File: src/rtl/fdc_stat_pkg.sv
// Package: register offsets, bit positions and channel indices used across
// the floppy status register unit. Assumes a 3-bit register offset.
package fdc_stat_pkg;
    localparam int ADDR_W    = 3;
    localparam int DATA_W    = 8;
    localparam int SYNC_DEPTH = 2;

    localparam logic [ADDR_W-1:0] OFS_STAT_A = 3'd0;
    localparam logic [ADDR_W-1:0] OFS_STAT_B = 3'd1;

    // toggle channel indices
    localparam int TOG_RD  = 0;
    localparam int TOG_WR  = 1;
    localparam int N_TOG   = 2;

    // synchronized input vector layout
    localparam int SY_TRK  = 0;
    localparam int SY_RD   = 1;
    localparam int SY_WR   = 2;
    localparam int N_SYNC  = 3;

    // status B constant bits
    localparam logic [1:0] STB_RSVD_HI = 2'b11;
endpackage

File: src/rtl/fdc_sync.sv
// Module: multi-bit, multi-stage synchronizer for asynchronous drive inputs.
// Assumes each bit is independent (no bus coherency needed). Reset value per
// bit is a parameter so active-low lines start at their idle level.
module fdc_sync #(
    parameter int              WIDTH   = 1,
    parameter int              STAGES  = 2,
    parameter logic [WIDTH-1:0] RST_VAL = '0
) (
    input  logic             clk,
    input  logic             rst_n,
    input  logic [WIDTH-1:0] d,
    output logic [WIDTH-1:0] q
);
    logic [WIDTH-1:0] chain [STAGES];

    // shift the raw inputs through the flop chain
    always_ff @(posedge clk) begin
        if (!rst_n) begin
            for (int i = 0; i < STAGES; i++) chain[i] <= RST_VAL;
        end else begin
            chain[0] <= d;
            for (int i = 1; i < STAGES; i++) chain[i] <= chain[i-1];
        end
    end

    assign q = chain[STAGES-1];
endmodule

File: src/rtl/fdc_toggle_bank.sv
// Module: bank of toggle bits, one per active-low synchronized line. Each
// low-to-high (inactive) transition gives a one-cycle pulse that flips the
// channel's bit. Assumes lines are already synchronous to clk.
module fdc_toggle_bank #(
    parameter int N = 2
) (
    input  logic         clk,
    input  logic         rst_n,
    input  logic         soft_clr,
    input  logic [N-1:0] line_n,
    output logic [N-1:0] tog,
    output logic [N-1:0] pulse
);
    for (genvar g = 0; g < N; g++) begin : g_chan
        logic prev;

        // remember last level for edge detection (idle level is high)
        always_ff @(posedge clk) begin
            if (!rst_n) prev <= 1'b1;
            else        prev <= line_n[g];
        end

        assign pulse[g] = line_n[g] & ~prev;

        // flip on each inactive edge; both resets clear
        always_ff @(posedge clk) begin
            if (!rst_n)        tog[g] <= 1'b0;
            else if (soft_clr) tog[g] <= 1'b0;
            else if (pulse[g]) tog[g] <= ~tog[g];
        end
    end
endmodule

File: src/rtl/fdc_step_latch.sv
// Module: sticky step indicator. Sets on the rising edge of the step level,
// clears on a digital-input-register read pulse; set beats clear, resets
// beat set. Assumes step level is synchronous to clk.
module fdc_step_latch (
    input  logic clk,
    input  logic rst_n,
    input  logic soft_clr,
    input  logic step_in,
    input  logic clr_pulse,
    output logic latched
);
    logic step_prev;
    logic step_rise;

    // remember previous step level
    always_ff @(posedge clk) begin
        if (!rst_n) step_prev <= 1'b0;
        else        step_prev <= step_in;
    end

    assign step_rise = step_in & ~step_prev;

    // sticky bit with reset > set > clear priority
    always_ff @(posedge clk) begin
        if (!rst_n)         latched <= 1'b0;
        else if (soft_clr)  latched <= 1'b0;
        else if (step_rise) latched <= 1'b1;
        else if (clr_pulse) latched <= 1'b0;
    end
endmodule

File: src/rtl/fdc_status_regs.sv
// Module: floppy controller status bytes A and B with host read port.
// Assumes: rst_n synchronous active low; soft_rst, dir_rd, rd_stb are
// synchronous to clk; trk0_in, rdata_n, wdata_n are asynchronous.
// rd_data is 0 whenever rd_oe is low (models an undriven bus).
module fdc_status_regs
    import fdc_stat_pkg::*;
(
    input  logic              clk,
    input  logic              rst_n,
    input  logic              soft_rst,
    input  logic              ps2_mode,
    input  logic              trk0_in,
    input  logic              step_out,
    input  logic              drq_in,
    input  logic              fint_in,
    input  logic              motor0_out,
    input  logic              wgate_out,
    input  logic              dsel0,
    input  logic              rdata_n,
    input  logic              wdata_n,
    input  logic              dir_rd,
    input  logic              rd_stb,
    input  logic [ADDR_W-1:0] rd_addr,
    output logic [DATA_W-1:0] rd_data,
    output logic              rd_oe
);
    localparam logic [N_SYNC-1:0] SYNC_RST = 3'b110;

    logic [N_SYNC-1:0] sync_q;
    logic [N_TOG-1:0]  tog_q;
    logic [N_TOG-1:0]  tog_pulse;
    logic              step_q;
    logic              mot_q, wg_q, ds_q;
    logic [DATA_W-1:0] stat_a, stat_b;

    fdc_sync #(
        .WIDTH  (N_SYNC),
        .STAGES (SYNC_DEPTH),
        .RST_VAL(SYNC_RST)
    ) sync_i (
        .clk  (clk),
        .rst_n(rst_n),
        .d    ({wdata_n, rdata_n, trk0_in}),
        .q    (sync_q)
    );

    fdc_toggle_bank #(
        .N(N_TOG)
    ) tog_i (
        .clk     (clk),
        .rst_n   (rst_n),
        .soft_clr(soft_rst),
        .line_n  ({sync_q[SY_WR], sync_q[SY_RD]}),
        .tog     (tog_q),
        .pulse   (tog_pulse)
    );

    fdc_step_latch step_i (
        .clk      (clk),
        .rst_n    (rst_n),
        .soft_clr (soft_rst),
        .step_in  (step_out),
        .clr_pulse(dir_rd),
        .latched  (step_q)
    );

    // mirror of output levels; only hardware reset touches them
    always_ff @(posedge clk) begin
        if (!rst_n) begin
            mot_q <= 1'b0;
            wg_q  <= 1'b0;
            ds_q  <= 1'b0;
        end else begin
            mot_q <= motor0_out;
            wg_q  <= wgate_out;
            ds_q  <= dsel0;
        end
    end

    // assemble the two status bytes
    always_comb begin
        stat_a = {fint_in, drq_in, step_q, sync_q[SY_TRK], 4'b0000};
        stat_b = {STB_RSVD_HI, ds_q, tog_q[TOG_WR], tog_q[TOG_RD],
                  wg_q, 1'b0, mot_q};
    end

    // host read decode with mode-dependent drive of status B
    always_comb begin
        rd_oe   = 1'b0;
        rd_data = '0;
        if (rd_stb) begin
            if (rd_addr == OFS_STAT_A) begin
                rd_oe   = 1'b1;
                rd_data = stat_a;
            end else if (rd_addr == OFS_STAT_B && ps2_mode) begin
                rd_oe   = 1'b1;
                rd_data = stat_b;
            end
        end
    end
endmodule

File: config.mk
export PLATFORM = sky130hd
export DESIGN_NAME = fdc_status_regs
export DESIGN_NICKNAME = d
export VERILOG_FILES = /design/src/rtl/fdc_stat_pkg.sv /design/src/rtl/fdc_sync.sv /design/src/rtl/fdc_toggle_bank.sv /design/src/rtl/fdc_step_latch.sv /design/src/rtl/fdc_status_regs.sv
export SDC_FILE = /design/constraint.sdc
export NUM_CORES = 1
export LEC_CHECK = 0
export BUFFER_PORTS_ARGS = -buffer_cell sky130_fd_sc_hd__buf_2
export CORE_MARGIN = 4
export CORE_UTILIZATION = 41
export CTS_CLUSTER_SIZE = 16
export DETAILED_ROUTE_END_ITERATION = 8
export PLACE_DENSITY_LB_ADDON = 0.2
export SYNTH_ARGS = -nofsm -noshare
export SYNTH_HDL_FRONTEND = slang
export SYNTH_SLANG_ARGS = --single-unit
File: constraint.sdc
create_clock -name clk -period 0.8 [get_ports clk]
set_input_delay 0 -clock clk [delete_from_list [all_inputs] [get_ports clk]]
set_output_delay 0 -clock clk [all_outputs]
set_load 0.02 [all_outputs]
**After elaboration in Yosys (flattened, before gate mapping)**

Memory sizes are Yosys's and may differ from the RTL's.
Index checks and enable logic that the tools add are counted.

- Eq/ne operators: 1
- Multiplexer cells: 12
- Bitwise operators: 11
- Reductions and logical operators: 4

Operators with widths:

| operator | number |
|---|---|
| 8-bit 2-to-1 mux | 3 |
| 1-bit 2-to-1 mux | 7 |
| 3-bit 2-to-1 mux | 2 |
| 1-bit NOT | 6 |
| 1-bit bitwise AND | 3 |
| 3-bit by 1-bit == test with 1-bit output, second input constant | 1 |
| 3-bit zero test | 1 |
| 1-bit OR | 2 |
| 2-bit nonzero test | 1 |
| 2-bit OR reduction | 1 |
| 1-bit logical AND | 1 |

- Bits in registers: 9
- Memory bits (writable): 6
- Input port bits: 18
- Word-level logic and storage cells: 38
- Memories kept: 1

Memories:

| name | words | bits a word | read ports | clocked after memory_dff | write ports | line | text |
|---|---|---|---|---|---|---|---|
| sync_i.chain | 2 | 3 | 2 | 0 | 2 | fdc_sync.sv:14 | `logic [WIDTH-1:0] chain [STAGES];` |

**Longest topological paths before layout**

- Word-level depth: 5
- Mapped depth: 4

**Hierarchy**

Synthesis repeated with hierarchy kept, for this count alone.

- Cells, all modules: 63
- Area total of the unflattened synthesis: 620.6 µm²

By module, submodules not included:

| module | times used | cells each | area an instance (µm²) | seq. area each (µm²) |
|---|---|---|---|---|
| fdc_status_regs | 1 | 28 | 206.4 | 60.1 |
| fdc_sync | 1 | 15 | 180.2 | 120.1 |
| fdc_toggle_bank | 1 | 13 | 152.6 | 80.1 |
| fdc_step_latch | 1 | 7 | 81.3 | 40.0 |

**Least setup slack after synthesis**

OpenSTA, ideal clock, no wires.

- Path type: input port to output port
- From: input port rd_addr[1]
- To: output port rd_data[4]
- Arrival time: 0.861 ns
- Data required time: 0.800 ns
- Path slack: -0.061 ns
- Stages: 3
- Cell sequence: or3b_1 -> buf_6 -> a21oi_1

- Word-level cells in the longest chain between the ends: 5
- Elaborated cells on any way between the ends: 6
- Those cells by class: 1 x eq/ne; 3 x mux; 2 x reduce/logical

Ends and longest elaborated chain:

| item | line | text |
|---|---|---|
| start, declared | fdc_status_regs.sv:23 | `input logic [ADDR_W-1:0] rd_addr,` |
| 3-bit by 1-bit == test with 1-bit output | fdc_status_regs.sv:95 | `end else if (rd_addr == OFS_STAT_B && ps2_mode) begin` |
| 1-bit logical AND | fdc_status_regs.sv:95 |  |
| 8-bit 2-to-1 mux | fdc_status_regs.sv:95 |  |
| 8-bit 2-to-1 mux * | fdc_status_regs.sv:92 | `if (rd_addr == OFS_STAT_A) begin` |
| 8-bit 2-to-1 mux * | fdc_status_regs.sv:91 | `if (rd_stb) begin` |
| end, declared | fdc_status_regs.sv:24 | `output logic [DATA_W-1:0] rd_data,` |

Mark *: on every way between the ends. The rest lies on a longest branch, timed or not.

**Final worst setup path**

- From: register ds_q
- To: output port rd_data[5]

- Word-level cells in the longest chain between the ends: 3

Ends and longest elaborated chain:

| item | line | text |
|---|---|---|
| start, declared | fdc_status_regs.sv:33 | `logic mot_q, wg_q, ds_q;` |
| start signal, assigned | fdc_status_regs.sv:76 | `ds_q <= dsel0;` |
| 8-bit 2-to-1 mux | fdc_status_regs.sv:95 |  |
| 8-bit 2-to-1 mux | fdc_status_regs.sv:92 |  |
| 8-bit 2-to-1 mux | fdc_status_regs.sv:91 |  |

No other way between the ends.

==> flow_summary.toml <==
[synth]
yosys_most_used_dff = "dfxtp_1"
yosysTopAreaCell = "dfxtp_1"
yosysWarnings = 0
syn_avg_cell_area_um2 = 9.65
ys_seq_area_frac = 0.527
ys_top_cells_by_area = "dfxtp_1 (53%), nand2b_1 (14%), and2_1 (9.9%), a21oi_1 (5.3%), xnor2_1 (3.1%)"
synth_cell_types = 16
synth.net_count = 77
synth_cells = 59
synth_top_area_share = 0.527
ys_seq_elements = 15
synth-edff-count = 0
async_flop_share = 0
netlist_area_um2 = 569

[timing]
fin_crit_sh = 1.19
layout_setup_ws_ps = -149
slew_violations = 0
clock.fmax_mhz = 1050
fin_skew_ps = 3.25
hold_violations = 0
rsz0062_at_grt = "yes"
setup_viol = 8
whs_ps = 23.4
fin_crit_ps = 949

[status]
status = "finished, violations left"
violations = "negative setup slack"

[floorplan]
die_x_um = 45.3
die-area_um2 = 2050
start_util = 0.438
rows = 13
core_region_area_um2 = 1300
die_y_um = 45.3
io_pins = 27

[worst_setup_path]
crit_arrival_ps = 950
slowest_delay_ps = 310
critPathTopFamily = "flip-flops"
critical_path.slowest_cell = "dfxtp_1"
cp-end-kind = "primary output"
critPathBufInv = 1
worstSetupStartpoint = "ds_q"
path_cells = "nand3_1 -> a21oi_1 -> buf_4"
startpoint_type = "register"
worstSetupPathType = "reg -> out"
reg2reg_from = "sync_i.chain[0][5]"
worst-path-max-fanout = 1
worstPathRequired_ps = 800

[clock_network]
clk_latency_ps = 270
cts.sinks = 15
cts_root_buffer = "clkbuf_4"
clk_pin_slew_ps = 80
cts_buffers = 3
clk_path_buf_depth = 2
h-tree-depth = 1
cts_tree = "yes"

[detailed_routing]
wl_um = 1050
via_per_inst = 4.29
dr.pass1.iters = 4
ant_nets = 0
wl_per_cell_um = 9.50
post-route-drc-count = 0
vias = 476
drt_iter0_drc = 2

[global_routing]
grt_max_degree = 9
overflow = 0
first_global_vias = 408
antenna_found_initial = 0
grt_first_pass_wirelength_um = 1690
grt_use_total = 0.119

[pwr]
combPwrFrac = 0.128
p_int_w = 0.00108
ir_worst_vdd_mv = 1.29
switching_share = 0.217
power_density_nw_per_um2 = 1550
clkPwrFrac = 0.301
p_switching_w = 0.000298
p_leak_nw = 0.392
p_seq_frac = 0.571

[cells_and_area]
fin_area_um2 = 891
n_antenna_cell = 0
fin_cells = 111
area_growth_pct = 56.5
drive_gt1_frac = 0.427
nets = 115

[placed_design]
dp_cells = 96
io_buffers = 25
dp_hpwl_um = 746
place_area_um2 = 698
gp_congestion = 0.648

[job]
cap_viol_max_count = 0

[min_path]
min_path_type = "in -> reg"
hold_path.startpoint = "rst_n"
==> sequential cells by signal, indices dropped and copies added (netlist names) <==
name,flops
sync_i.chain,6
mot_q,1
ds_q,1
wg_q,1
step_i.latched,1
tog_i.tog,2
tog_i.g_chan.prev,2
step_i.step_prev,1
==> placed cells by master (no fill, tap or decap) <==
cell type       n
nand2_1         1
buf_4           7
nand3_2         1
nor2b_2         1
and2_4          3
dfxtp_1        12
nand3_1         1
nor2_4          1
clkbuf_1        1
xnor2_1         2
nand2b_1       13
a21oi_2         1
clkbuf_4        3
buf_2          15
dlygate4sd3_1   9
nor2b_1         1
nor2_1          2
and2_1          6
inv_1           1
or3b_4          1
conb_1          1
buf_6           5
dfxtp_2         3
a21oi_1         5
==> cells in the mapped netlist, types with 2 or more instances <==
master and number:
nor2b_1 2, and2_1 9, xnor2_1 2, nand3_1 2
a21oi_1 6, nand2b_1 13, dfxtp_1 15, nor2_1 2
==> layout make-up <==
| cell class | count | area [um^2] |
|---|---|---|
| clock buffers | 4 | 26.3 |
| repair buffers | 36 | 274 |
| inverters | 1 | 3.75 |
| fillers | 106 | 410 |
| well taps | 15 | 18.8 |
| flip-flops and latches | 15 | 304 |
| multi-input cells | 40 | 264 |
==> path summary, 6_finish.rpt <==
check	to	slack [ps]	cells after the start
worst max-delay path	rd_data[5]	-150	3
worst min-delay path	step_i.step_prev	20	2
worst min register to register	sync_i.chain[0][4]	410	1
worst max register to register	tog_i.tog[1]	40	3
==> timing repair <==
| item | 4_1_cts | 5_1_grt |
|---|---|---|
| setup buffers | 2 | 0 |
| setup endpoints to repair | 8 | 9 |
| endpoints found under the hold margin | 12 | 0 |
| resized for setup | 18 | 2 |
| hold buffers | 9 | 0 |
| pin swaps | 7 | 3 |
| gates cloned | 0 | 0 |
==> stage by stage <==
step / setup TNS (ps) / util / worst slack, ps / power (W)
floorplan: -307 / - / -61.5 / 0.000877
global placement: -1240 / 0.537 / -233 / 0.000924
detailed placement: -1260 / 0.537 / -234 / 0.000929
CTS: -570 / 0.678 / -152 / 0.00139
global route: -989 / 0.685 / -210 / 0.00144
finish: -622 / 0.685 / -149 / 0.00138
==> cells by family after synthesis <==
family | after synthesis | synth area share
and+or+nand+nor | 31 | 0.336
DFF | 15 | 0.527
AOI/OAI and AO/OA | 6 | 0.0527
other | 1 | 0.00659
xor gates and xnor gates | 2 | 0.0308
buffers and inverters | 4 | 0.0461
==> worst register-to-register path: stages (launching register included) <==
cell and delay (ps):
dfxtp_1 320, nor2b_1 160, xnor2_1 130, nor2_1 50
==> metal layers <==
layer	routed length [um]	track usage	up-vias
met4	23	0.105	0
met1	435	0.140	190
met3	124	0.0239	4
li1	-	-	257
met2	471	0.181	25
met5	0	0	-
==> power by group through the flow <==
stage	Clock, W	Combinational (W)	Sequential [W]
after detailed placement	0	0.000125	0.000804
final	0.000415	0.000177	0.000786
after global placement	0	0.000122	0.000803
after CTS	0.000429	0.000174	0.000786
after floorplan	0	0.0000763	0.000800
after global routing	0.000457	0.000196	0.000788
(Power assumes the default switching activity.)
